**config.mk**
```make
export PLATFORM = sky130hd
export DESIGN_NAME = sha256_mm_engine
export DESIGN_NICKNAME = d
export VERILOG_FILES = /design/src/rtl/sha256_mm_pkg.sv /design/src/rtl/sha256_msg_window.sv /design/src/rtl/sha256_round_fsm.sv /design/src/rtl/sha256_mm_engine.sv
export SDC_FILE = /design/constraint.sdc
export NUM_CORES = 2
export LEC_CHECK = 0
export BUFFER_PORTS_ARGS = -buffer_cell sky130_fd_sc_hd__buf_2
export CAP_MARGIN = 20
export CELL_PAD_IN_SITES_DETAIL_PLACEMENT = 1
export CELL_PAD_IN_SITES_GLOBAL_PLACEMENT = 2
export CORE_ASPECT_RATIO = 0.9
export CORE_UTILIZATION = 30
export CTS_CLUSTER_DIAMETER = 120
export DETAILED_ROUTE_END_ITERATION = 8
export PLACE_DENSITY_LB_ADDON = 0.1
export SLEW_MARGIN = 20
export SYNTH_ARGS = -nofsm -noshare
export SYNTH_HDL_FRONTEND = slang
export SYNTH_SLANG_ARGS = --single-unit
```
**constraint.sdc**
```tcl
create_clock -name clk -period 10 [get_ports clk]
set_input_delay 2 -clock clk [delete_from_list [all_inputs] [get_ports clk]]
set_output_delay 2 -clock clk [all_outputs]
set_load 0.02 [all_outputs]
```
**src/rtl/sha256_mm_pkg.sv**
```systemverilog
package sha256_mm_pkg;
    localparam int WORD_W    = 32;
    localparam int BLK_WORDS = 16;
    localparam int DIG_WORDS = 8;
    localparam int ROUNDS    = 64;
    localparam int ADDR_W    = 8;
    localparam int BLK_AW    = $clog2(BLK_WORDS);
    localparam int DIG_AW    = $clog2(DIG_WORDS);
    localparam int RND_W     = $clog2(ROUNDS);

    localparam logic [ADDR_W-1:0] ADR_CMD  = 8'h08;
    localparam logic [ADDR_W-1:0] ADR_STAT = 8'h09;
    localparam logic [ADDR_W-1:0] ADR_BLK  = 8'h10;
    localparam logic [ADDR_W-1:0] ADR_DIG  = 8'h20;
    localparam logic [ADDR_W-1:0] ADR_CHN  = 8'h30;
    localparam int CMD_INIT_BIT = 0;
    localparam int CMD_NEXT_BIT = 1;

    typedef logic [WORD_W-1:0] word_t;
    typedef enum logic [1:0] {ST_IDLE, ST_ROUND, ST_FOLD} eng_state_t;

    function automatic word_t rotr(word_t x, int n);
        return (x >> n) | (x << (WORD_W - n));
    endfunction

    function automatic word_t big_s0(word_t x);
        return rotr(x, 2) ^ rotr(x, 13) ^ rotr(x, 22);
    endfunction

    function automatic word_t big_s1(word_t x);
        return rotr(x, 6) ^ rotr(x, 11) ^ rotr(x, 25);
    endfunction

    function automatic word_t sml_s0(word_t x);
        return rotr(x, 7) ^ rotr(x, 18) ^ (x >> 3);
    endfunction

    function automatic word_t sml_s1(word_t x);
        return rotr(x, 17) ^ rotr(x, 19) ^ (x >> 10);
    endfunction

    function automatic word_t iv_word(int i);
        case (i)
            0: return 32'h6a09e667;  1: return 32'hbb67ae85;
            2: return 32'h3c6ef372;  3: return 32'ha54ff53a;
            4: return 32'h510e527f;  5: return 32'h9b05688c;
            6: return 32'h1f83d9ab;  default: return 32'h5be0cd19;
        endcase
    endfunction

    function automatic word_t k_word(logic [RND_W-1:0] i);
        case (i)
            6'd0:  return 32'h428a2f98; 6'd1:  return 32'h71374491; 6'd2:  return 32'hb5c0fbcf; 6'd3:  return 32'he9b5dba5;
            6'd4:  return 32'h3956c25b; 6'd5:  return 32'h59f111f1; 6'd6:  return 32'h923f82a4; 6'd7:  return 32'hab1c5ed5;
            6'd8:  return 32'hd807aa98; 6'd9:  return 32'h12835b01; 6'd10: return 32'h243185be; 6'd11: return 32'h550c7dc3;
            6'd12: return 32'h72be5d74; 6'd13: return 32'h80deb1fe; 6'd14: return 32'h9bdc06a7; 6'd15: return 32'hc19bf174;
            6'd16: return 32'he49b69c1; 6'd17: return 32'hefbe4786; 6'd18: return 32'h0fc19dc6; 6'd19: return 32'h240ca1cc;
            6'd20: return 32'h2de92c6f; 6'd21: return 32'h4a7484aa; 6'd22: return 32'h5cb0a9dc; 6'd23: return 32'h76f988da;
            6'd24: return 32'h983e5152; 6'd25: return 32'ha831c66d; 6'd26: return 32'hb00327c8; 6'd27: return 32'hbf597fc7;
            6'd28: return 32'hc6e00bf3; 6'd29: return 32'hd5a79147; 6'd30: return 32'h06ca6351; 6'd31: return 32'h14292967;
            6'd32: return 32'h27b70a85; 6'd33: return 32'h2e1b2138; 6'd34: return 32'h4d2c6dfc; 6'd35: return 32'h53380d13;
            6'd36: return 32'h650a7354; 6'd37: return 32'h766a0abb; 6'd38: return 32'h81c2c92e; 6'd39: return 32'h92722c85;
            6'd40: return 32'ha2bfe8a1; 6'd41: return 32'ha81a664b; 6'd42: return 32'hc24b8b70; 6'd43: return 32'hc76c51a3;
            6'd44: return 32'hd192e819; 6'd45: return 32'hd6990624; 6'd46: return 32'hf40e3585; 6'd47: return 32'h106aa070;
            6'd48: return 32'h19a4c116; 6'd49: return 32'h1e376c08; 6'd50: return 32'h2748774c; 6'd51: return 32'h34b0bcb5;
            6'd52: return 32'h391c0cb3; 6'd53: return 32'h4ed8aa4a; 6'd54: return 32'h5b9cca4f; 6'd55: return 32'h682e6ff3;
            6'd56: return 32'h748f82ee; 6'd57: return 32'h78a5636f; 6'd58: return 32'h84c87814; 6'd59: return 32'h8cc70208;
            6'd60: return 32'h90befffa; 6'd61: return 32'ha4506ceb; 6'd62: return 32'hbef9a3f7; default: return 32'hc67178f2;
        endcase
    endfunction
endpackage

```
**src/rtl/sha256_msg_window.sv**
```systemverilog
module sha256_msg_window
    import sha256_mm_pkg::*;
(
    input  logic                        clk,
    input  logic                        rst_n,
    input  logic                        load,
    input  logic                        shift,
    input  logic [BLK_WORDS*WORD_W-1:0] block,
    output word_t                       w_now
);
    word_t win_q [BLK_WORDS];
    word_t w_new;

    // Next schedule word from the window: taps at t-2, t-7, t-15, t-16.
    assign w_new = sml_s1(win_q[BLK_WORDS-2]) + win_q[BLK_WORDS-7]
                 + sml_s0(win_q[1]) + win_q[0];

    always_ff @(posedge clk or negedge rst_n) begin
        if (!rst_n) begin
            for (int i = 0; i < BLK_WORDS; i++) win_q[i] <= '0;
        end else if (load) begin
            for (int i = 0; i < BLK_WORDS; i++)
                win_q[i] <= block[(BLK_WORDS-1-i)*WORD_W +: WORD_W];
        end else if (shift) begin
            for (int i = 0; i < BLK_WORDS-1; i++) win_q[i] <= win_q[i+1];
            win_q[BLK_WORDS-1] <= w_new;
        end
    end

    assign w_now = win_q[0];
endmodule

```
**src/rtl/sha256_round_fsm.sv**
```systemverilog
module sha256_round_fsm
    import sha256_mm_pkg::*;
(
    input  logic                        clk,
    input  logic                        rst_n,
    input  logic                        cmd_init,
    input  logic                        cmd_next,
    input  logic [BLK_WORDS*WORD_W-1:0] block,
    input  logic                        chn_we,
    input  logic [DIG_AW-1:0]           chn_idx,
    input  word_t                       chn_data,
    output logic                        ready,
    output logic                        dvalid,
    output logic [DIG_WORDS*WORD_W-1:0] chain
);
    eng_state_t        st_q, st_d;
    logic [RND_W-1:0]  rnd_q;
    word_t             hv_q [DIG_WORDS];
    word_t             wv_q [DIG_WORDS];
    word_t             w_now, t1, t2;
    logic              go, go_init, last_rnd, idle;

    assign idle     = (st_q == ST_IDLE);
    assign go       = (cmd_init | cmd_next) & idle;
    assign go_init  = go & cmd_init;          // init wins over next
    assign last_rnd = (rnd_q == RND_W'(ROUNDS-1));

    sha256_msg_window u_win (
        .clk   (clk),
        .rst_n (rst_n),
        .load  (go),
        .shift (st_q == ST_ROUND),
        .block (block),
        .w_now (w_now)
    );

    // State register.
    always_ff @(posedge clk or negedge rst_n) begin
        if (!rst_n) st_q <= ST_IDLE;
        else        st_q <= st_d;
    end

    always_comb begin
        st_d = st_q;
        unique case (st_q)
            ST_IDLE:  if (go) st_d = ST_ROUND;
            ST_ROUND: if (last_rnd) st_d = ST_FOLD;
            ST_FOLD:  st_d = ST_IDLE;
            default:  st_d = ST_IDLE;
        endcase
    end

    // One compression round.
    always_comb begin
        t1 = wv_q[7] + big_s1(wv_q[4]) + ((wv_q[4] & wv_q[5]) ^ (~wv_q[4] & wv_q[6]))
           + k_word(rnd_q) + w_now;
        t2 = big_s0(wv_q[0]) + ((wv_q[0] & wv_q[1]) ^ (wv_q[0] & wv_q[2]) ^ (wv_q[1] & wv_q[2]));
    end

    // Working variables, round counter and chaining words.
    always_ff @(posedge clk or negedge rst_n) begin
        if (!rst_n) begin
            rnd_q <= '0;
            for (int i = 0; i < DIG_WORDS; i++) begin
                hv_q[i] <= iv_word(i);
                wv_q[i] <= '0;
            end
        end else begin
            unique case (st_q)
                ST_IDLE: begin
                    rnd_q <= '0;
                    if (go) begin
                        for (int i = 0; i < DIG_WORDS; i++) begin
                            wv_q[i] <= go_init ? iv_word(i) : hv_q[i];
                            if (go_init) hv_q[i] <= iv_word(i);
                        end
                    end else if (chn_we) begin
                        hv_q[chn_idx] <= chn_data;
                    end
                end
                ST_ROUND: begin
                    rnd_q   <= rnd_q + 1'b1;
                    wv_q[0] <= t1 + t2;
                    wv_q[1] <= wv_q[0];
                    wv_q[2] <= wv_q[1];
                    wv_q[3] <= wv_q[2];
                    wv_q[4] <= wv_q[3] + t1;
                    wv_q[5] <= wv_q[4];
                    wv_q[6] <= wv_q[5];
                    wv_q[7] <= wv_q[6];
                end
                ST_FOLD: begin
                    for (int i = 0; i < DIG_WORDS; i++) hv_q[i] <= hv_q[i] + wv_q[i];
                end
                default: rnd_q <= '0;
            endcase
        end
    end

    // Outputs.
    always_ff @(posedge clk or negedge rst_n) begin
        if (!rst_n) begin
            ready  <= 1'b1;
            dvalid <= 1'b0;
        end else if (go) begin
            ready  <= 1'b0;
            dvalid <= 1'b0;
        end else if (st_q == ST_FOLD) begin
            ready  <= 1'b1;
            dvalid <= 1'b1;
        end
    end

    for (genvar g = 0; g < DIG_WORDS; g++) begin : g_chain
        assign chain[(DIG_WORDS-1-g)*WORD_W +: WORD_W] = hv_q[g];
    end
endmodule

```
**src/rtl/sha256_mm_engine.sv**
```systemverilog
module sha256_mm_engine
    import sha256_mm_pkg::*;
(
    input  logic              clk,
    input  logic              rst_n,
    input  logic              sel,
    input  logic              wr_en,
    input  logic [ADDR_W-1:0] addr,
    input  logic [WORD_W-1:0] wdata,
    output logic [WORD_W-1:0] rdata,
    output logic              err
);
    logic                        wr_cyc, hit_cmd, hit_stat, hit_blk, hit_dig, hit_chn;
    logic                        core_ready, core_valid;
    logic [DIG_WORDS*WORD_W-1:0] chain_q;
    logic [BLK_WORDS*WORD_W-1:0] blk_flat;
    word_t                       blk_q [BLK_WORDS];
    word_t                       dig_w [DIG_WORDS];

    assign wr_cyc   = sel & wr_en;
    assign hit_cmd  = (addr == ADR_CMD);
    assign hit_stat = (addr == ADR_STAT);
    assign hit_blk  = (addr[ADDR_W-1:BLK_AW] == ADR_BLK[ADDR_W-1:BLK_AW]);
    assign hit_dig  = (addr[ADDR_W-1:DIG_AW] == ADR_DIG[ADDR_W-1:DIG_AW]);
    assign hit_chn  = (addr[ADDR_W-1:DIG_AW] == ADR_CHN[ADDR_W-1:DIG_AW]);

    assign err = sel & (~(hit_cmd | hit_stat | hit_blk | hit_dig | hit_chn)
                        | (wr_en & (hit_stat | hit_dig)));

    always_ff @(posedge clk or negedge rst_n) begin
        if (!rst_n) begin
            for (int i = 0; i < BLK_WORDS; i++) blk_q[i] <= '0;
        end else if (wr_cyc && hit_blk) begin
            blk_q[addr[BLK_AW-1:0]] <= wdata;
        end
    end

    for (genvar g = 0; g < BLK_WORDS; g++) begin : g_blk
        assign blk_flat[(BLK_WORDS-1-g)*WORD_W +: WORD_W] = blk_q[g];
    end

    for (genvar g = 0; g < DIG_WORDS; g++) begin : g_dig
        assign dig_w[g] = chain_q[(DIG_WORDS-1-g)*WORD_W +: WORD_W];
    end

    always_comb begin
        rdata = '0;
        if (hit_stat)                rdata = {{(WORD_W-2){1'b0}}, core_valid, core_ready};
        else if (hit_blk)            rdata = blk_q[addr[BLK_AW-1:0]];
        else if (hit_dig || hit_chn) rdata = dig_w[addr[DIG_AW-1:0]];
    end

    sha256_round_fsm u_core (
        .clk      (clk),
        .rst_n    (rst_n),
        .cmd_init (wr_cyc & hit_cmd & wdata[CMD_INIT_BIT]),
        .cmd_next (wr_cyc & hit_cmd & wdata[CMD_NEXT_BIT]),
        .block    (blk_flat),
        .chn_we   (wr_cyc & hit_chn),
        .chn_idx  (addr[DIG_AW-1:0]),
        .chn_data (wdata),
        .ready    (core_ready),
        .dvalid   (core_valid),
        .chain    (chain_q)
    );
endmodule

```
* Yosys cells after proc, flatten, opt, wreduce, memory -nomap -nowiden
Memory sizes are Yosys's and may differ from the RTL's.
Cells that the tools add are included.
** Operators by class
- Muxes and demuxes :: 36
- Equality and inequality tests :: 11
- Add/subtract/negate cells :: 19
- Bitwise logic cells :: 46
- Reductions and logical operators :: 12
- Magnitude comparators :: 4
** Operators by type and width (number)
- 2-to-1 mux 512 bit :: 2
- one-hot mux 256 bit (2 select lines) :: 2
- 2-to-1 mux 256 bit :: 3
- adder 32 bit :: 18
- 2-to-1 mux 32 bit :: 17
- bitwise mux 512 bit :: 1
- XOR 32 bit :: 9
- bitwise mux 256 bit :: 1
- bitwise AND 32 bit :: 5
- binary-select mux 32 bit (select 4 bit) :: 1
- demux 32 bit (select 4 bit) :: 1
- binary-select mux 32 bit (select 3 bit) :: 1
- demux 32 bit (select 3 bit) :: 1
- inverter 32 bit :: 1
- OR 10 x 32 -> 32 bit :: 1
- OR 13 x 32 -> 32 bit :: 1
- OR 14 x 32 -> 32 bit :: 1
- OR 15 x 32 -> 32 bit :: 1
- OR 19 x 32 -> 32 bit :: 1
- OR 21 x 32 -> 32 bit :: 1
- OR 25 x 32 -> 32 bit :: 1
- OR 26 x 32 -> 32 bit :: 1
- OR 30 x 32 -> 32 bit :: 1
- OR 7 x 32 -> 32 bit :: 1
- other kinds (29) :: 55
** Word-level totals
- Memories :: 1
- Output and inout bits :: 33
- Flip-flop bits (word level) :: 1546
- Logic and storage cells :: 181
- ROM bits :: 2048
** Memory list
- (no name shown) :: depth 64, bits a word 32, read ports 1, clocked after memory_dff 0, wr ports 0, RTL line sha256_mm_pkg.sv:52 : case (i)

* Depth between registers and ports, before layout
- Depth after elaboration :: 9
- Gate-level depth with buffers :: 43

* Hierarchy
From an unflattened synthesis, not the netlist that was laid out.
** Second synthesis, totals
- Cell total of the unflattened synthesis :: 10493
- Area total of the unflattened synthesis :: 101632.5 µm²
** Modules (own cells, without submodules)
- sha256_round_fsm :: times used 1, area an instance 48346.4 µm², cells an instance 5936
- sha256_msg_window :: times used 1, area an instance 28025.6 µm², cells an instance 2857
- sha256_mm_engine :: times used 1, area an instance 25260.5 µm², cells an instance 1700

* Worst setup path before layout
OpenSTA, ideal clock, no wires.
- Path type :: reg-to-reg
- Start :: register u_core.rnd_q[2]
- End :: register u_core.wv_q[255] (netlist bit)
- Required time :: 9.917 ns
- Arrival :: 8.476 ns
- Period minus slack after synthesis :: 8.558 ns
- Library setup time :: 0.083 ns
- Cell stages (with the launch flop) :: 43
- Path buffers :: 3
- Path slack :: 1.442 ns
- Path through :: dfrtp_1 -> clkbuf_1 -> inv_1 -> clkbuf_1 -> clkbuf_1 -> ha_1 -> nand2_1 -> o311ai_0 -> o21ai_0 -> nor2_1 -> a31oi_1 -> fa_1 -> inv_1 -> fa_1 -> fa_1 -> inv_1 -> ha_1 -> inv_1 -> [7 not listed] -> nand2b_1 -> a21oi_1 -> o21bai_1 -> a21oi_1 -> xnor2_1 -> fa_1 -> ha_1 -> nor2b_1 -> o21ai_0 -> nand2b_1 -> a211oi_1 -> a211oi_1 -> o31ai_1 -> nand3b_1 -> a31o_2 -> a21o_1 -> xnor3_1 -> o21ai_0
** On the way
- Word-level cells in the longest chain between the ends :: 5
** RTL lines
- start, declared :: RTL line sha256_round_fsm.sv:17 : logic [RND_W-1:0] rnd_q;
- start signal, assigned :: RTL line sha256_round_fsm.sv:82 : rnd_q <= rnd_q + 1'b1;
- memory (64 x 32 bit)
- adder 32 bit (2 in series) :: RTL line sha256_round_fsm.sv:56 : + k_word(rnd_q) + w_now;
- adder 32 bit :: RTL line sha256_round_fsm.sv:83 : wv_q[0] <= t1 + t2;
- one-hot mux 256 bit (2 select lines) :: RTL line sha256_round_fsm.sv:69 : unique case (st_q)
- end signal, assigned by index :: RTL line sha256_round_fsm.sv:74 : wv_q[i] <= go_init ? iv_word(i) : hv_q[i];
- end, declared :: RTL line sha256_round_fsm.sv:19 : word_t wv_q [DIG_WORDS];
No other way between the ends.
A chain may end at the register's enable or synchronous reset.

* Final worst setup path
- Start :: register u_core.rnd_q[0]
- End :: register u_core.wv_q[255] (netlist bit)
Same word-level chain as after synthesis.

==> results.toml <==
[status]
outcome = "completed"

[worst_setup_path]
critical-path-slowest-cell = "fa_1"
cp-end-kind = "flip-flop"
crit_type = "reg -> reg"
start_kind = "flip-flop"
slowest_delay_ns = 0.56
cp.arrival_ns = 10.31
worstPathMaxFanout = 11
crit_required_ns = 10.79

[cts]
cts-root-buf = "clkbuf_16"
cts_max_level = 4
cts.sinks = 1546
clockBufferDepth = 4
cts_buffers = 197
clock_latency_ns = 0.90
cts_tree = "done"
path_clk_slew_ns = 0.06

[global_route]
grt_use_total_pct = 29.2
antenna_found_initial = 44
grt_max_degree = 167
grt.overflow.total = 0
grt_pass1_wl_um = 692000
grt_pass1_vias = 86873

[floorplan]
core-area_sq_um = 327000
start_util_pct = 30.2
die_w_um = 607
num_rows = 199
pin_count = 77
die_area_sq_um = 332000
die_height_um = 546

[detailed_routing]
post_drt_wl_per_cell_um = 33.7
drt-pass1-iter-count = 5
dr_total_vias = 83469
wl_met3_um = 21200
wl_met2_um = 226000
ant_nets = 0
drt_wl_total_um = 490000
routed_via_density = 5.74
drcViolationCount = 0
drt_iter0_drc = 7017
wl_met1_um = 218000
top_layer_used = "met5"

[sta]
rsz0062_at_grt = "no"
fin_crit_sh_pct = 95.2
slew_headroom_pct = 14.5
clock.fmax_mhz = 105
drv_slew = 0
setup_tns_ns = 0
worst_pin_slew_ns = 1.27
hold_violations = 0
layout_min_cycle_time_ns = 9.52
clock_skew_ns = 0.0645
setup_viol = 0

[yosys]
ys_ff_latch = 1546
synthCells = 10300
synth_top_area_share_pct = 35.7
syn_area_sq_um = 98800
yosysMostFrequentCell = "nand2_1"
yosysUniqueCellTypes = 102
synth_common_cells = "nand2_1 (1568), dfrtp_1 (1409), a21oi_1 (760)"
ys.warnings.count = 0
syn_avg_cell_area_sq_um = 9.59
synth_area_leaders = "dfrtp_1 (36%), mux2_2 (6.1%), nand2_1 (6.0%), mux4_2 (5.2%), ha_1 (5.0%)"
async_flop_share_pct = 100
ys.flop_type = "dfrtp_1"
synth_area_leader_cell = "dfrtp_1"
synth_edf_count = 0
syn_nets = 10931
yosysSeqAreaShare_pct = 39.3

[placed_design]
io_buffer_count = 76
gp_congestion = 0.919
dp_cells = 14174
placed_cell_area_sq_um = 104000
dpl.hpwl_um = 347000

[run]
drv_cap = 0

[finish]
fill_cells = 36767
drive_above_1_share_pct = 16.4
syn_to_final_growth_pct = 12.3
final_cells = 14544
final_cell_area_sq_um = 111000
fin_nets = 10686

[min_path]
hold_class = "reg -> reg"
## critical path: cells and delay by family (launching register included)
| family | cells | cell delay [ns] |
|---|---|---|
| adders and majority gates | 8 | 3.06 |
| DFF | 1 | 0.39 |
| xor gates and xnor gates | 2 | 0.48 |
| AOI/OAI and AO/OA | 15 | 3.68 |
| buffers and inverters | 4 | 0.45 |
| and+or+nand+nor | 7 | 1.36 |
## metrics by stage
stage	util [%]	hold WS, ns	setup slack, ns
floorplan	-	0.447	1.44
global placement	31.9	0.459	0.247
detailed placement	31.9	0.463	0.186
CTS	33.9	0.462	0.149
global route	33.9	0.487	0.00362
finish	33.9	0.471	0.479
## sequential cells by signal, summed over array words and instances, names as in the netlist, 2 cells and up
register / count
u_core.u_win.win_q: 480
blk_flat: 512
u_core.rnd_q: 6
u_core.chain: 256
u_core.wv_q: 256
u_core.u_win.w_now: 32
u_core.st_q: 2
## timing repair
item	CTS	global route
buffers inserted	0	3
endpoints found under the setup margin	0	3
hold buffers	0	0
resized for setup	0	4
## per-layer routing
metal	up-vias	GRT usage, %
li1	36270	-
met1	44413	39.7
met2	2104	46.8
met3	676	3.27
met4	6	12.4
met5	-	0
## logic make-up (layout without fill, tap and decap cells)
logic type | Yosys count | count (layout) | share of synthesized area [%]
and+or+nand+nor | 2798 | 2798 | 11.9
other | 0 | 9 | 0
AOI/OAI and AO/OA | 2868 | 2868 | 18.5
buffers and inverters | 1103 | 1017 | 4.26
xor gates and xnor gates | 563 | 563 | 5.02
muxes | 813 | 813 | 11.8
adders and majority gates | 609 | 609 | 9.14
DFF | 1546 | 1546 | 39.3
## cells in the final DEF, fill, tap and decap left out, types with 45 or more instances in the layout
| master | synthesis | layout |
|---|---|---|
| a22oi_1 | 519 | 519 |
| nand2_1 | 1568 | 1559 |
| nor2b_1 | 71 | 68 |
| xnor2_1 | 400 | 399 |
| nor2_1 | 654 | 643 |
| a221oi_1 | 106 | 106 |
| mux2_2 | 536 | 536 |
| clkbuf_16 | 0 | 203 |
| dfrtp_1 | 1409 | 1405 |
| clkbuf_8 | 0 | 49 |
| inv_1 | 296 | 296 |
| xor2_1 | 161 | 161 |
| ha_1 | 392 | 391 |
| fa_1 | 195 | 195 |
| nand2b_1 | 81 | 79 |
| buf_4 | 1 | 257 |
| clkbuf_1 | 675 | 46 |
| nor3_1 | 96 | 93 |
| mux4_2 | 228 | 228 |
| nand3_1 | 146 | 146 |
| a211oi_1 | 58 | 58 |
| o22ai_1 | 64 | 64 |
| a21oi_1 | 760 | 756 |
| mux2i_1 | 49 | 45 |
| dfstp_2 | 137 | 137 |
| a21o_1 | 194 | 194 |
| buf_2 | 47 | 72 |
| o21ai_0 | 673 | 669 |
| o21a_1 | 53 | 53 |
| a31oi_1 | 60 | 59 |
## final timing paths
kind	from	end	slack, ns	cells after the start
worst min-delay path	u_core.u_win.win_q[173]	u_core.u_win.win_q[205]	0.47	2
worst min register to register	u_core.u_win.win_q[173]	u_core.u_win.win_q[205]	0.47	2
worst max-delay path	u_core.rnd_q[0]	u_core.wv_q[255]	0.48	36
max in group asynchronous	rst_n	u_core.u_win.win_q[234]	6.67	3
min in group asynchronous	rst_n	u_core.chain[191]	1.05	1
worst max register to register	u_core.rnd_q[0]	u_core.wv_q[255]	0.48	36
## area by class of cell
cell class | instances | area [sq um] | area share, %
sequential | 1546 | 38900 | 35.0
clock buffer | 298 | 5930 | 5.34
inverter | 298 | 1120 | 1.01
tap | 4321 | 5410 | 4.87
antenna | 9 | 22.5 | 0.0203
multi-input combinational | 7651 | 56000 | 50.5
clock inverter | 60 | 727 | 0.655
timing repair buffer | 361 | 2910 | 2.62
Power is left out: the tool's default activity adds up to more than one toggle a clock period on the data nets, which glitch-free logic cannot reach.
